File: src/rtl/bfx_pkg.sv
package bfx_pkg;
    typedef enum logic [1:0] {
        ST_IDLE = 2'd0,
        ST_MOVE = 2'd1,
        ST_DONE = 2'd2
    } bfx_state_t;

    localparam int DIAL_CODE_W = 6;
    localparam int DIAL_FIELD_W = 3;
endpackage

File: src/rtl/bfx_dial_reg.sv
module bfx_dial_reg #(
    parameter int WORD_W    = 48,
    parameter int CHAR_BITS = 6,
    parameter int POS_W     = $clog2(WORD_W)
) (
    input  logic                               clk,
    input  logic                               rst_n,
    input  logic                               load_en,
    input  logic [bfx_pkg::DIAL_CODE_W-1:0]    code,
    output logic [POS_W-1:0]                   pos,
    output logic                               code_bad
);
    import bfx_pkg::*;

    logic [DIAL_FIELD_W-1:0] char_sel;
    logic [DIAL_FIELD_W-1:0] bit_sel;
    logic [POS_W-1:0]        pos_new;

    assign char_sel = code[DIAL_CODE_W-1:DIAL_FIELD_W];
    assign bit_sel  = code[DIAL_FIELD_W-1:0];
    assign code_bad = (int'(bit_sel) >= CHAR_BITS);
    assign pos_new  = POS_W'(int'(char_sel) * CHAR_BITS + int'(bit_sel));

    always_ff @(posedge clk) begin
        if (!rst_n) begin
            pos <= '0;
        end else if (load_en && !code_bad) begin
            pos <= pos_new;
        end
    end


    pos_range_chk: assert property (@(posedge clk) disable iff (!rst_n)
        int'(pos) < WORD_W);


    bad_code_hold_chk: assert property (@(posedge clk) disable iff (!rst_n)
        (load_en && code_bad) |=> $stable(pos));
endmodule

File: src/rtl/bfx_bit_path.sv
module bfx_bit_path #(
    parameter int WORD_W = 48,
    parameter int POS_W  = $clog2(WORD_W)
) (
    input  logic [WORD_W-1:0] a_word,
    input  logic [WORD_W-1:0] b_word,
    input  logic [POS_W-1:0]  src_pos,
    input  logic [POS_W-1:0]  dst_pos,
    output logic [WORD_W-1:0] b_next
);
    localparam logic [POS_W-1:0] LAST_POS = POS_W'(WORD_W - 1);

    logic [POS_W-1:0] src_idx;
    logic [POS_W-1:0] dst_idx;

    assign src_idx = LAST_POS - src_pos;
    assign dst_idx = LAST_POS - dst_pos;

    always_comb begin
        b_next          = b_word;
        b_next[dst_idx] = a_word[src_idx];
    end
endmodule

File: src/rtl/bfx_unit.sv
module bfx_unit #(
    parameter int WORD_W    = 48,
    parameter int CHAR_BITS = 6,
    parameter int CNT_W     = 6
) (
    input  logic              clk,
    input  logic              rst_n,
    input  logic              a_load,
    input  logic [WORD_W-1:0] a_data,
    input  logic              b_load,
    input  logic [WORD_W-1:0] b_data,
    input  logic              dial_a_req,
    input  logic [5:0]        dial_a_code,
    input  logic              dial_b_req,
    input  logic [5:0]        dial_b_code,
    input  logic              xfer_req,
    input  logic [CNT_W-1:0]  xfer_count,
    output logic              busy,
    output logic              done,
    output logic [WORD_W-1:0] a_word,
    output logic              a_valid,
    output logic [WORD_W-1:0] b_word,
    output logic              b_valid,
    output logic              err_dial,
    output logic              err_empty,
    output logic              overflow
);
    import bfx_pkg::*;

    localparam int               POS_W    = $clog2(WORD_W);
    localparam logic [POS_W-1:0] LAST_POS = POS_W'(WORD_W - 1);

    bfx_state_t        state, next_state;
    logic [CNT_W-1:0]  remain;
    logic [POS_W-1:0]  src_run, dst_run;
    logic [POS_W-1:0]  dial_a_pos, dial_b_pos;
    logic              dial_a_bad, dial_b_bad;
    logic              cmd_open, dial_a_en, dial_b_en;
    logic              last_step, edge_hit;
    logic [WORD_W-1:0] b_next;

    assign cmd_open  = (state == ST_IDLE) && !xfer_req;
    assign dial_a_en = cmd_open && dial_a_req;
    assign dial_b_en = cmd_open && dial_b_req;
    assign edge_hit  = (src_run == LAST_POS) || (dst_run == LAST_POS);
    assign last_step = (remain == CNT_W'(1)) || edge_hit;

    bfx_dial_reg #(.WORD_W(WORD_W), .CHAR_BITS(CHAR_BITS), .POS_W(POS_W)) u_dial_a (
        .clk(clk), .rst_n(rst_n), .load_en(dial_a_en), .code(dial_a_code),
        .pos(dial_a_pos), .code_bad(dial_a_bad)
    );

    bfx_dial_reg #(.WORD_W(WORD_W), .CHAR_BITS(CHAR_BITS), .POS_W(POS_W)) u_dial_b (
        .clk(clk), .rst_n(rst_n), .load_en(dial_b_en), .code(dial_b_code),
        .pos(dial_b_pos), .code_bad(dial_b_bad)
    );

    bfx_bit_path #(.WORD_W(WORD_W), .POS_W(POS_W)) u_path (
        .a_word(a_word), .b_word(b_word), .src_pos(src_run), .dst_pos(dst_run),
        .b_next(b_next)
    );

    // state register
    always_ff @(posedge clk) begin
        if (!rst_n) state <= ST_IDLE;
        else        state <= next_state;
    end

    // transitions
    always_comb begin
        next_state = state;
        unique case (state)
            ST_IDLE: if (xfer_req) begin
                if (!a_valid || xfer_count == '0) next_state = ST_DONE;
                else                               next_state = ST_MOVE;
            end
            ST_MOVE: if (last_step) next_state = ST_DONE;
            ST_DONE: next_state = ST_IDLE;
            default: next_state = ST_IDLE;
        endcase
    end

    assign busy = (state == ST_MOVE);
    assign done = (state == ST_DONE);

    // datapath and flags
    always_ff @(posedge clk) begin
        if (!rst_n) begin
            a_word    <= '0;
            b_word    <= '0;
            a_valid   <= 1'b0;
            b_valid   <= 1'b0;
            err_dial  <= 1'b0;
            err_empty <= 1'b0;
            overflow  <= 1'b0;
            remain    <= '0;
            src_run   <= '0;
            dst_run   <= '0;
        end else begin
            unique case (state)
                ST_IDLE: begin
                    if (xfer_req) begin
                        err_empty <= !a_valid;
                        overflow  <= 1'b0;
                        remain    <= xfer_count;
                        src_run   <= dial_a_pos;
                        dst_run   <= dial_b_pos;
                        if (a_valid && xfer_count == '0) a_valid <= 1'b0;
                    end else begin
                        if (a_load) begin
                            a_word  <= a_data;
                            a_valid <= 1'b1;
                        end
                        if (b_load) begin
                            b_word  <= b_data;
                            b_valid <= 1'b1;
                        end
                        if (dial_a_req || dial_b_req)
                            err_dial <= (dial_a_req && dial_a_bad) || (dial_b_req && dial_b_bad);
                    end
                end
                ST_MOVE: begin
                    b_word  <= b_next;
                    remain  <= remain - CNT_W'(1);
                    src_run <= src_run + POS_W'(1);
                    dst_run <= dst_run + POS_W'(1);
                    if (last_step) begin
                        a_valid  <= 1'b0;
                        overflow <= (remain != CNT_W'(1));
                    end
                end
                ST_DONE: ;
                default: ;
            endcase
        end
    end


    busy_done_excl_chk: assert property (@(posedge clk) disable iff (!rst_n)
        !(busy && done));


    one_bit_per_step_chk: assert property (@(posedge clk) disable iff (!rst_n)
        busy |=> ($countones(b_word ^ $past(b_word)) <= 1));


    empty_on_done_chk: assert property (@(posedge clk) disable iff (!rst_n)
        $fell(a_valid) |-> done);


    empty_err_chk: assert property (@(posedge clk) disable iff (!rst_n)
        (state == ST_IDLE && xfer_req && !a_valid) |=> (err_empty && done && $stable(b_word)));


    overflow_at_done_chk: assert property (@(posedge clk) disable iff (!rst_n)
        $rose(overflow) |-> done);


    busy_ignore_chk: assert property (@(posedge clk) disable iff (!rst_n)
        (busy || done) |=> ($stable(a_word) && $stable(b_valid) && $stable(err_dial)));
endmodule

File: config.mk
export PLATFORM = sky130hd
export DESIGN_NAME = bfx_unit
export DESIGN_NICKNAME = d
export VERILOG_FILES = /design/src/rtl/bfx_pkg.sv /design/src/rtl/bfx_dial_reg.sv /design/src/rtl/bfx_bit_path.sv /design/src/rtl/bfx_unit.sv
export SDC_FILE = /design/constraint.sdc
export NUM_CORES = 1
export LEC_CHECK = 0
export BUFFER_PORTS_ARGS = -buffer_cell sky130_fd_sc_hd__buf_2
export CAP_MARGIN = 5
export CORE_ASPECT_RATIO = 1.5
export CORE_MARGIN = 10
export CORE_UTILIZATION = 55
export DETAILED_ROUTE_END_ITERATION = 10
export PLACE_DENSITY = 0.85
export REMOVE_ABC_BUFFERS = 1
export SYNTH_ARGS = -nofsm -noshare
export SYNTH_HDL_FRONTEND = slang
export SYNTH_HIERARCHICAL = 1
export SYNTH_SLANG_ARGS = --single-unit
File: constraint.sdc
create_clock -name clk -period 6.6 [get_ports clk]
set_clock_uncertainty 0.2 [all_clocks]
set_input_delay 0.66 -clock clk [delete_from_list [all_inputs] [get_ports clk]]
set_output_delay 0.66 -clock clk [all_outputs]
set_load 0.005 [all_outputs]
==> results of run 1 <==
[tightest hold or removal path: stages (launching register included)]
cell and delay (ps):
dfxtp_1 310, nand2_1 50, a21oi_1 60
[state kept, by name, summed over array words and instances (netlist names)]
name / flops
b_word: 48
a_valid: 1
u_dial_a/pos: 6
state: 2
a_word: 48
u_dial_b/pos: 6
err_empty: 1
b_valid: 1
overflow: 1
remain: 6
dst_run: 6
err_dial: 1
src_run: 6
[final timing paths]
path	from	to	slack, ps
max	src_run[2]	b_word[6]	3310
min	a_word[45]	a_word[45]	270
max reg2reg	src_run[2]	b_word[6]	3310
min reg2reg	a_word[45]	a_word[45]	270
[area by class of cell]
| cell class | count | share of cell area (%) |
|---|---|---|
| clock buffer | 18 | 4.87 |
| clock inverter | 14 | 2.25 |
| inverter | 21 | 0.902 |
| multi-input combinational | 735 | 47.1 |
| sequential | 133 | 29.5 |
| tap | 159 | 2.21 |
| timing repair buffer | 233 | 13.2 |
[placed cells by master (no fill, tap or decap), types with 5 or more instances in the layout]
| master | Yosys | layout |
|---|---|---|
| nand2_1 | 214 | 214 |
| inv_1 | 20 | 19 |
| nand2b_1 | 11 | 10 |
| and2_1 | 5 | 5 |
| a311oi_1 | 51 | 51 |
| buf_4 | 12 | 10 |
| nand3b_1 | 11 | 11 |
| dfxtp_1 | 133 | 133 |
| buf_2 | 32 | 223 |
| a21oi_1 | 50 | 50 |
| a31oi_1 | 55 | 54 |
| nand3_1 | 9 | 9 |
| ha_1 | 14 | 14 |
| or3_1 | 5 | 5 |
| o21ai_0 | 11 | 11 |
| clkinv_4 | 0 | 7 |
| mux2i_1 | 24 | 24 |
| nor2b_1 | 11 | 11 |
| clkbuf_16 | 0 | 17 |
| nor2_1 | 169 | 169 |
| a21oi_2 | 11 | 10 |
[power by group]
| group | total, mW | switching (mW) | internal, mW |
|---|---|---|---|
| Clock | 1.02 | 0.373 | 0.647 |
| Combinational | 0.372 | 0.209 | 0.163 |
| Sequential | 0.913 | 0.0529 | 0.860 |
| Total | 2.30 | 0.636 | 1.67 |
[metal layers]
layer / vias to the layer above / routed length, um / GRT usage (%)
met5: - / 0 / 0
met1: 3503 / 8700 / 26.4
li1: 3744 / - / -
met4: 0 / 628 / 9.89
met2: 360 / 11200 / 38.8
met3: 49 / 2120 / 8.27
[cells by family (layout without fill, tap and decap cells)]
| group | count (synthesis) | after routing | synth area share [%] |
|---|---|---|---|
| AO/OA/AOI/OAI | 227 | 227 | 22.5 |
| XOR/XNOR | 6 | 6 | 0.716 |
| adder cells (fa/ha/maj) | 18 | 18 | 3.48 |
| buffers and inverters | 94 | 286 | 6.38 |
| flip-flops | 133 | 133 | 36.3 |
| multiplexers | 28 | 28 | 4.50 |
| AND/OR/NAND/NOR | 456 | 456 | 26.2 |
[per-stage QoR]
step / utilization [%] / std cells / hold WS (ps) / cell area (sq um) / setup WS, ps
floorplan: - / 889 / 247 / 6950 / 2540
global placement: 64.4 / 1281 / 247 / 8380 / 3420
detailed placement: 64.4 / 1281 / 262 / 8380 / 3370
CTS: 69.3 / 1313 / 268 / 9020 / 3350
global route: 69.3 / 1313 / 263 / 9020 / 3060
finish: 69.3 / 1313 / 270 / 9020 / 3310
==> results.ini, run 1 <==
[critical_path]
crit_chain=mux4_2 -> mux2i_1 -> o22ai_1 -> a311oi_4 -> buf_4 -> a31oi_1 -> nand2_1 -> a311oi_1
slowest_delay_ps=930
crit_cells=8
path_buf_inv=1
required_ps=6640
crit_fanout=48
worst-r2r-cell-count=8
start_kind=flip-flop
critical_path_arrival_ps=3330
crit_type=reg -> reg
path_delay_family=flip-flops
crit_path_end_kind=flip-flop
slowest_stage=dfxtp_1

[placed_design]
port_buffers=223
hpwl_um=15800
routabilityCongestion=0.820

[layout]
drive_gt1_share_pct=25.8
fin_nets=1280
insertedDiodeCount=0
area_growth_pct=22.9
seqCellArea_sq_um=2660
num-fill-cells=1064
multiInputGateArea_sq_um=4250

[clock_network]
cts_tree=built
cts.sinks=133
postCtsSetupBuffers=0
cts_inserted_buffers=17
htreeDepth=4
cts_hold_buffers=0
clk_latency_ps=410
cts.root.buffer_cell=clkbuf_16
post_cts_resized=0
cts.reportedPaths.clkPinSlew_ps=60
max-clock-path-buffers=2

[detailed_routing]
wl_per_cell_um=17.3
drtPass1Iterations=8
post_drt_via_cell_ratio=5.83
drt-initial-drc-count=582
drcViolationCount=0
antenna_left=0
drt_wl_total_um=22700
vias=7656

[synth]
synth_ff_type=dfxtp_1
syn_area_sq_um=7340
synthArstFlopShare_pct=0
synth_cells=962
avgSynthCellArea_sq_um=7.63
synth_common_cells=nand2_1 (214), nor2_1 (169), dfxtp_1 (133), a31oi_1 (55), a311oi_1 (51)
ys_warn_count=6
synth-edff-count=0
synth_area_leaders=dfxtp_1 (36%), nand2_1 (11%), nor2_1 (8.6%)
synth.largest_area_cell=dfxtp_1
yosysUniqueCellTypes=63
seq_area_frac_synth_pct=36.3
synth_seq_cells=133
synth_top_area_share_pct=36.3
synth.most_common_cell=nand2_1

[floorplan]
fp.dieW_um=114
fp.dieArea_sq_um=18500
ios=224
die_h_um=161
fp.coreArea_sq_um=13000
initial_core_util_pct=56.4
rows=51

[power_and_ir_drop]
power.total_mw=2.30
vdd_drop_max_mv=0.186
p_per_area_nw_per_um2=256
leakage_nw=3.86

[global_routing]
grt_pass1_vias=7392
antenna_found_initial=0
grt_start_max_net_pins=97
grt_usage_pct=23.4
grt_pass1_wl_um=36400
grt_overflow=0

[timing]
fmax_mhz=304
max_slew.worst_pin.slew_ps=927
maxSlewHeadroom_pct=38.1
tns_ps=0
period_share_pct=49.9
rsz0062_at_grt=false
fin_crit_ps=3290
final-hold-violation-count=0
setup_viol_count_final=0
drv_slew=0

[hold_path]
min_path_cells=2
hold_class=reg -> reg

[status]
outcome=complete, no violations

[run]
cap_violations=0

Note: power is estimated with default switching activity, not from simulation.
==> run 2, diff against run 1 <==
Settings changed: CORE_UTILIZATION 55 to 52, PLACE_DENSITY 0.85 to 0.81.
Clock period 6.6 ns to 3.35 ns, I/O delays scaled along.
==> run 2 against run 1 <==
Sequential cell count unchanged. Routed wire length up 15%. Critical path depth unchanged. Global-route usage up 2.5 points. Clock power up 90%. Register-to-register slack worse by 3100 ps. Maximum frequency up 3.5%. Critical endpoint unchanged. Largest power group unchanged.
==> results.ini, run 2 (synthesis results as in run 1) <==
[status]
outcome=complete, no violations

[power_and_ir_drop]
switchingPower_mw=1.32
p_int_mw=3.27
leakage_nw=4.28
clock_power_share_pct=42.2
p_sw_share_pct=28.7
vdd_drop_max_mv=0.305
p_per_area_nw_per_um2=459
power.total_mw=4.59
seq_power_share_pct=39.2
pwr-share-comb_pct=18.5

[layout]
insertedDiodeCount=0
drive_gt1_share_pct=24.1
fin_nets=1378
fin_cells=1417
post-route-util_pct=71.8
area_growth_pct=36.3
layout.cells.most_common_list=buf_2 (223), nand2_1 (214), nor2_1 (169)
reg_top3=a_word x48, b_word x48
mostFrequentLayoutCell=buf_2
stdcell_area_sq_um=10000

[detailed_routing]
drtPass1Iterations=6
drt_wl_total_um=26000
wl_per_cell_um=18.3
post_drt_via_cell_ratio=5.87
dr_wl_met2_um=12900
vias=8319
drt-initial-drc-count=768
antenna_left=0
wl_met3_um=2460
drcViolationCount=0
topRoutingLayerUsed=met4
met1_length_um=9690

[critical_path]
crit_fanout=48
crit_chain=nor2_1 -> a2111oi_0 -> and3_1 -> a31oi_4 -> buf_4 -> a31oi_1 -> nand2_1 -> a311oi_1
crit_type=reg -> reg
path_delay_family=compound AO/OA/AOI/OAI gates
crit_path_end_kind=flip-flop
r2r-start=src_run[2]
slowest_delay_ps=760
critical_path_arrival_ps=3290
worst-r2r-cell-count=8
path_buf_inv=1
rrSetupSlack_ps=170
rr_endpoint=b_word[6]
start_kind=flip-flop
slowest_stage=dfxtp_1
required_ps=3460

[global_routing]
grt_pass1_wl_um=40500
grt_usage_pct=25.9
grt_pass1_vias=8073
antenna_found_initial=0
grt_start_max_net_pins=97
grt_overflow=0

[clock_network]
cts.sinks=133
clk_latency_ps=420
cts_tree=built
max-clock-path-buffers=2
htreeDepth=4
cts_inserted_buffers=17
cts.reportedPaths.clkPinSlew_ps=60
cts.root.buffer_cell=clkbuf_16
postCtsSetupBuffers=0

[timing]
fin_crit_ps=3180
maxSlewHeadroom_pct=47.6
final-hold-violation-count=0
whs_ps=7.25
tns_ps=0
period_share_pct=94.9
fmax_mhz=314
setup_viol_count_final=0
fin_ws_ps=170
rsz0062_at_grt=false
drv_slew=0
max_slew.worst_pin.slew_ps=786

[hold_path]
hold_start=b_data[38]
hold_class=in -> reg
min_to=b_word[38]
min_path_cells=3

[run]
cap_violations=0

[floorplan]
die_h_um=166
ios=224
rows=53
fp.dieArea_sq_um=19400
initial_core_util_pct=52.7
fp.dieW_um=117
fp.coreArea_sq_um=13900

[placed_design]
routabilityCongestion=0.844
hpwl_um=16000
post_dp_cell_area_sq_um=8460
port_buffers=223
dp.cells=1292
post-place-ws_ps=386

run 2: what timing repair did:
item,4_1_cts,5_1_grt
hold endpoints to repair,93,0
hold buffers,93,0
setup endpoints to repair,0,4
gates resized for setup,0,1
run 2: worst min-delay path, delay by kind of cell:
family	cells	cell delay, ps
buffers and inverters	1	100
and+or+nand+nor	1	60
AOI/OAI and AO/OA	1	80
run 2: power by group through the flow:
stage / registers, mW / clock network [mW] / logic, mW
after floorplan: 1.82 / 0 / 0.430
after global placement: 1.83 / 0 / 0.725
after detailed placement: 1.83 / 0 / 0.740
after CTS: 1.80 / 1.95 / 0.832
after global routing: 1.81 / 2.01 / 0.942
final: 1.80 / 1.94 / 0.850
run 2: layer usage:
metal  up-vias  global-route usage [%]
li1       3928                       -
met1      3877                    28.3
met2       439                    44.7
met3        75                    7.88
met4         0                    11.7
met5         -                       0
run 2: worst max path at each step:
| stage | from | endpoint | slack (ps) | cells past startpoint |
|---|---|---|---|---|
| after detailed placement | src_run[0] | b_word[30] | 390 | 7 |
| after floorplan | src_run[0] | b_word[0] | -710 | 7 |
| after CTS | src_run[0] | b_word[6] | 290 | 7 |
| final | src_run[2] | b_word[6] | 170 | 8 |
| after global routing | src_run[0] | b_word[43] | 40 | 7 |
| after global placement | src_run[0] | b_word[30] | 440 | 9 |
run 2: final cells by class:
cell class | instances | area, sq um
Multi-Input combinational cell | 735 | 4250
Fill cell | 1017 | 3930
Sequential cell | 133 | 2660
Timing Repair Buffer | 331 | 2200
Clock buffer | 18 | 429
Tap cell | 165 | 206
Clock inverter | 14 | 178
Inverter | 21 | 81.3
==> run 3, diff against run 2 <==
Settings changed: ABC_AREA set to 1, CORE_UTILIZATION 52 to 53, GPL_ROUTABILITY_DRIVEN set to 0.
==> run 3 against run 2 <==
Non-clock buffer count shrank 13. First-iteration DRC count rose by 23%. Via count is 7.4% higher. Critical endpoint is now b_word[46]. Synthesized area increased by 4.9%. Final area increased by 2.1%. Largest cell class unchanged. Critical path type unchanged. Hold slack better by 6.0 ps. Routed wire length down 1.7%.
==> results.ini, run 3 <==
[status]
outcome=complete, no violations

[synth]
synth_ff_type=dfxtp_1
synth_area_leaders=dfxtp_1 (35%), nand2_1 (19%), o21ai_0 (7.1%)
syn_area_sq_um=7700
avgSynthCellArea_sq_um=6.33
yosysUniqueCellTypes=35
ys_warn_count=6
synth_seq_cells=133
synth.most_common_cell=nand2_1
synth_top_area_share_pct=34.6
seq_area_frac_synth_pct=34.6
synth_common_cells=nand2_1 (394), dfxtp_1 (133), o21ai_0 (109), nand3_1 (102), inv_1 (95)
synthArstFlopShare_pct=0
synth.largest_area_cell=dfxtp_1
synth_cells=1217
synth-edff-count=0

[clock_network]
cts.root.buffer_cell=clkbuf_16
postCtsSetupBuffers=0
clk_latency_ps=420
cts.sinks=133
cts.reportedPaths.clkPinSlew_ps=60
cts_inserted_buffers=17
cts_tree=built
max-clock-path-buffers=2
htreeDepth=4

[layout]
seqCellArea_sq_um=2660
num-fill-cells=1205
layout.cells.most_common_list=nand2_1 (394), buf_2 (223), dfxtp_1 (133)
drive_gt1_share_pct=19.5
reg_top3=a_word x48, b_word x48
insertedDiodeCount=0
multiInputGateArea_sq_um=4230
area_growth_pct=32.6
post-route-util_pct=72.3
fin_nets=1614
stdcell_area_sq_um=10200
mostFrequentLayoutCell=nand2_1

[detailed_routing]
drt-initial-drc-count=948
vias=8938
post_drt_via_cell_ratio=5.32
antenna_left=0
drcViolationCount=0
drtPass1Iterations=5
wl_per_cell_um=15.2
drt_wl_total_um=25500

[floorplan]
ios=224
fp.dieArea_sq_um=19900
die_h_um=168
fp.coreArea_sq_um=14100
rows=53
initial_core_util_pct=54.5
fp.dieW_um=118

[global_routing]
grt_pass1_wl_um=41500
grt_use_met1_pct=28.9
met2_usage_pct=42.3
grt_start_max_net_pins=97
grt_overflow=0
antenna_found_initial=0
grt-busiest-layer=met2
grt_pass1_vias=8628
grt_usage_pct=24.5
grtUsageMet3_pct=6.36

[power_and_ir_drop]
power.total_mw=4.76
vdd_drop_max_mv=0.309
leakage_nw=4.81
p_per_area_nw_per_um2=467

[timing]
period_share_pct=78.9
max_slew.worst_pin.slew_ps=1150
fin_crit_ps=2640
tns_ps=0
maxSlewHeadroom_pct=23.5
fin_ws_ps=708
final-hold-violation-count=0
fmax_mhz=378
drv_slew=0
rsz0062_at_grt=false
setup_viol_count_final=0

[hold_path]
hold_class=in -> reg

[critical_path]
required_ps=3490
critPathLaunch=src_run[0]
start_kind=flip-flop
crit_fanout=48
crit_path_end_kind=flip-flop
r2r-start=src_run[0]
rrSetupSlack_ps=710
critical_path_arrival_ps=2780
crit_type=reg -> reg
worst-r2r-cell-count=14
crit_path_end=b_word[46]
rr_endpoint=b_word[46]

[run]
cap_violations=0

[placed_design]
port_buffers=223
hpwl_um=16700
post_dp_cell_area_sq_um=8740
post-place-ws_ps=795

## run 3: cell count changes after synthesis, sizes merged, moves of 10 or more
| cell | before | now |
|---|---|---|
| o21ai | 11 | 125 |
| nand3 | 9 | 103 |
| nand2b | 11 | 0 |
| clkbuf | 21 | 36 |
| nor2b | 11 | 0 |
| nor2 | 169 | 93 |
| nand2 | 214 | 400 |
| nor3 | 4 | 14 |
| a311oi | 52 | 0 |
| inv | 21 | 107 |
| mux2i | 24 | 0 |
| a21oi | 61 | 73 |
## run 3: cells by family after synthesis
kind of cell,Yosys count,synth area share [%]
buffers and inverters,186,10.6
adders and majority gates,18,3.31
and+or+nand+nor,617,33.0
AOI/OAI and AO/OA,259,18.1
DFF,133,34.6
xor gates and xnor gates,4,0.455
## run 3: area by class of cell
class / instances / area share [%]
well taps: 192 / 2.35
flip-flops and latches: 133 / 26.1
multi-input cells: 898 / 41.4
clock buffers: 20 / 4.28
inverters: 107 / 3.96
repair buffers: 318 / 20.0
clock inverters: 12 / 2.00
## run 3: report_power, final
part           internal (mW)  total, mW  switching, mW
combinational          0.381      0.920          0.538
clock                   1.32       2.04          0.716
sequential              1.70       1.81          0.101
## run 3: critical path: stages (launching register included)
cell	delay, ps
dfxtp_1	630
buf_4	310
nand2_1	70
nand2_1	70
nand2_1	40
nand3_1	60
nand3_1	60
nand2_1	70
nand2_1	60
nand3_2	70
buf_4	440
nand2_1	110
nand2_1	90
nand2_1	60
a31oi_1	190
## run 3: timing repair
item | CTS | global route
endpoints found under the hold margin | 83 | 0
gates resized for setup | 0 | 0
hold buffers | 83 | 0
setup endpoints to repair | 0 | 0
## run 3: layer usage
layer  vias to the layer above  share of wire, %
li1                       4461                 -
met1                      4009                41
met2                       423                49
met3                        45               8.2
met4                         0               2.1
met5                         -                 0
## run 3: per-stage QoR
step | std cells | hold slack [ps]
3_5_place_dp | 1565 | 246
3_3_place_gp | 1565 | 237
4_1_cts | 1680 | 0.165
5_1_grt | 1680 | 8.72
2_1_floorplan | 1138 | 233
6_report | 1680 | 13.3
## run 3: worst min path at each step
stage                     startpoint    endpoint  depth (start not counted)
final                     b_data[11]  b_word[11]                          3
after global routing      a_data[16]  a_word[16]                          3
after CTS                 a_data[10]  a_word[10]                          3
after detailed placement     b_valid     b_valid                          2
after global placement       b_valid     b_valid                          2
after floorplan                rst_n  dst_run[2]                          2
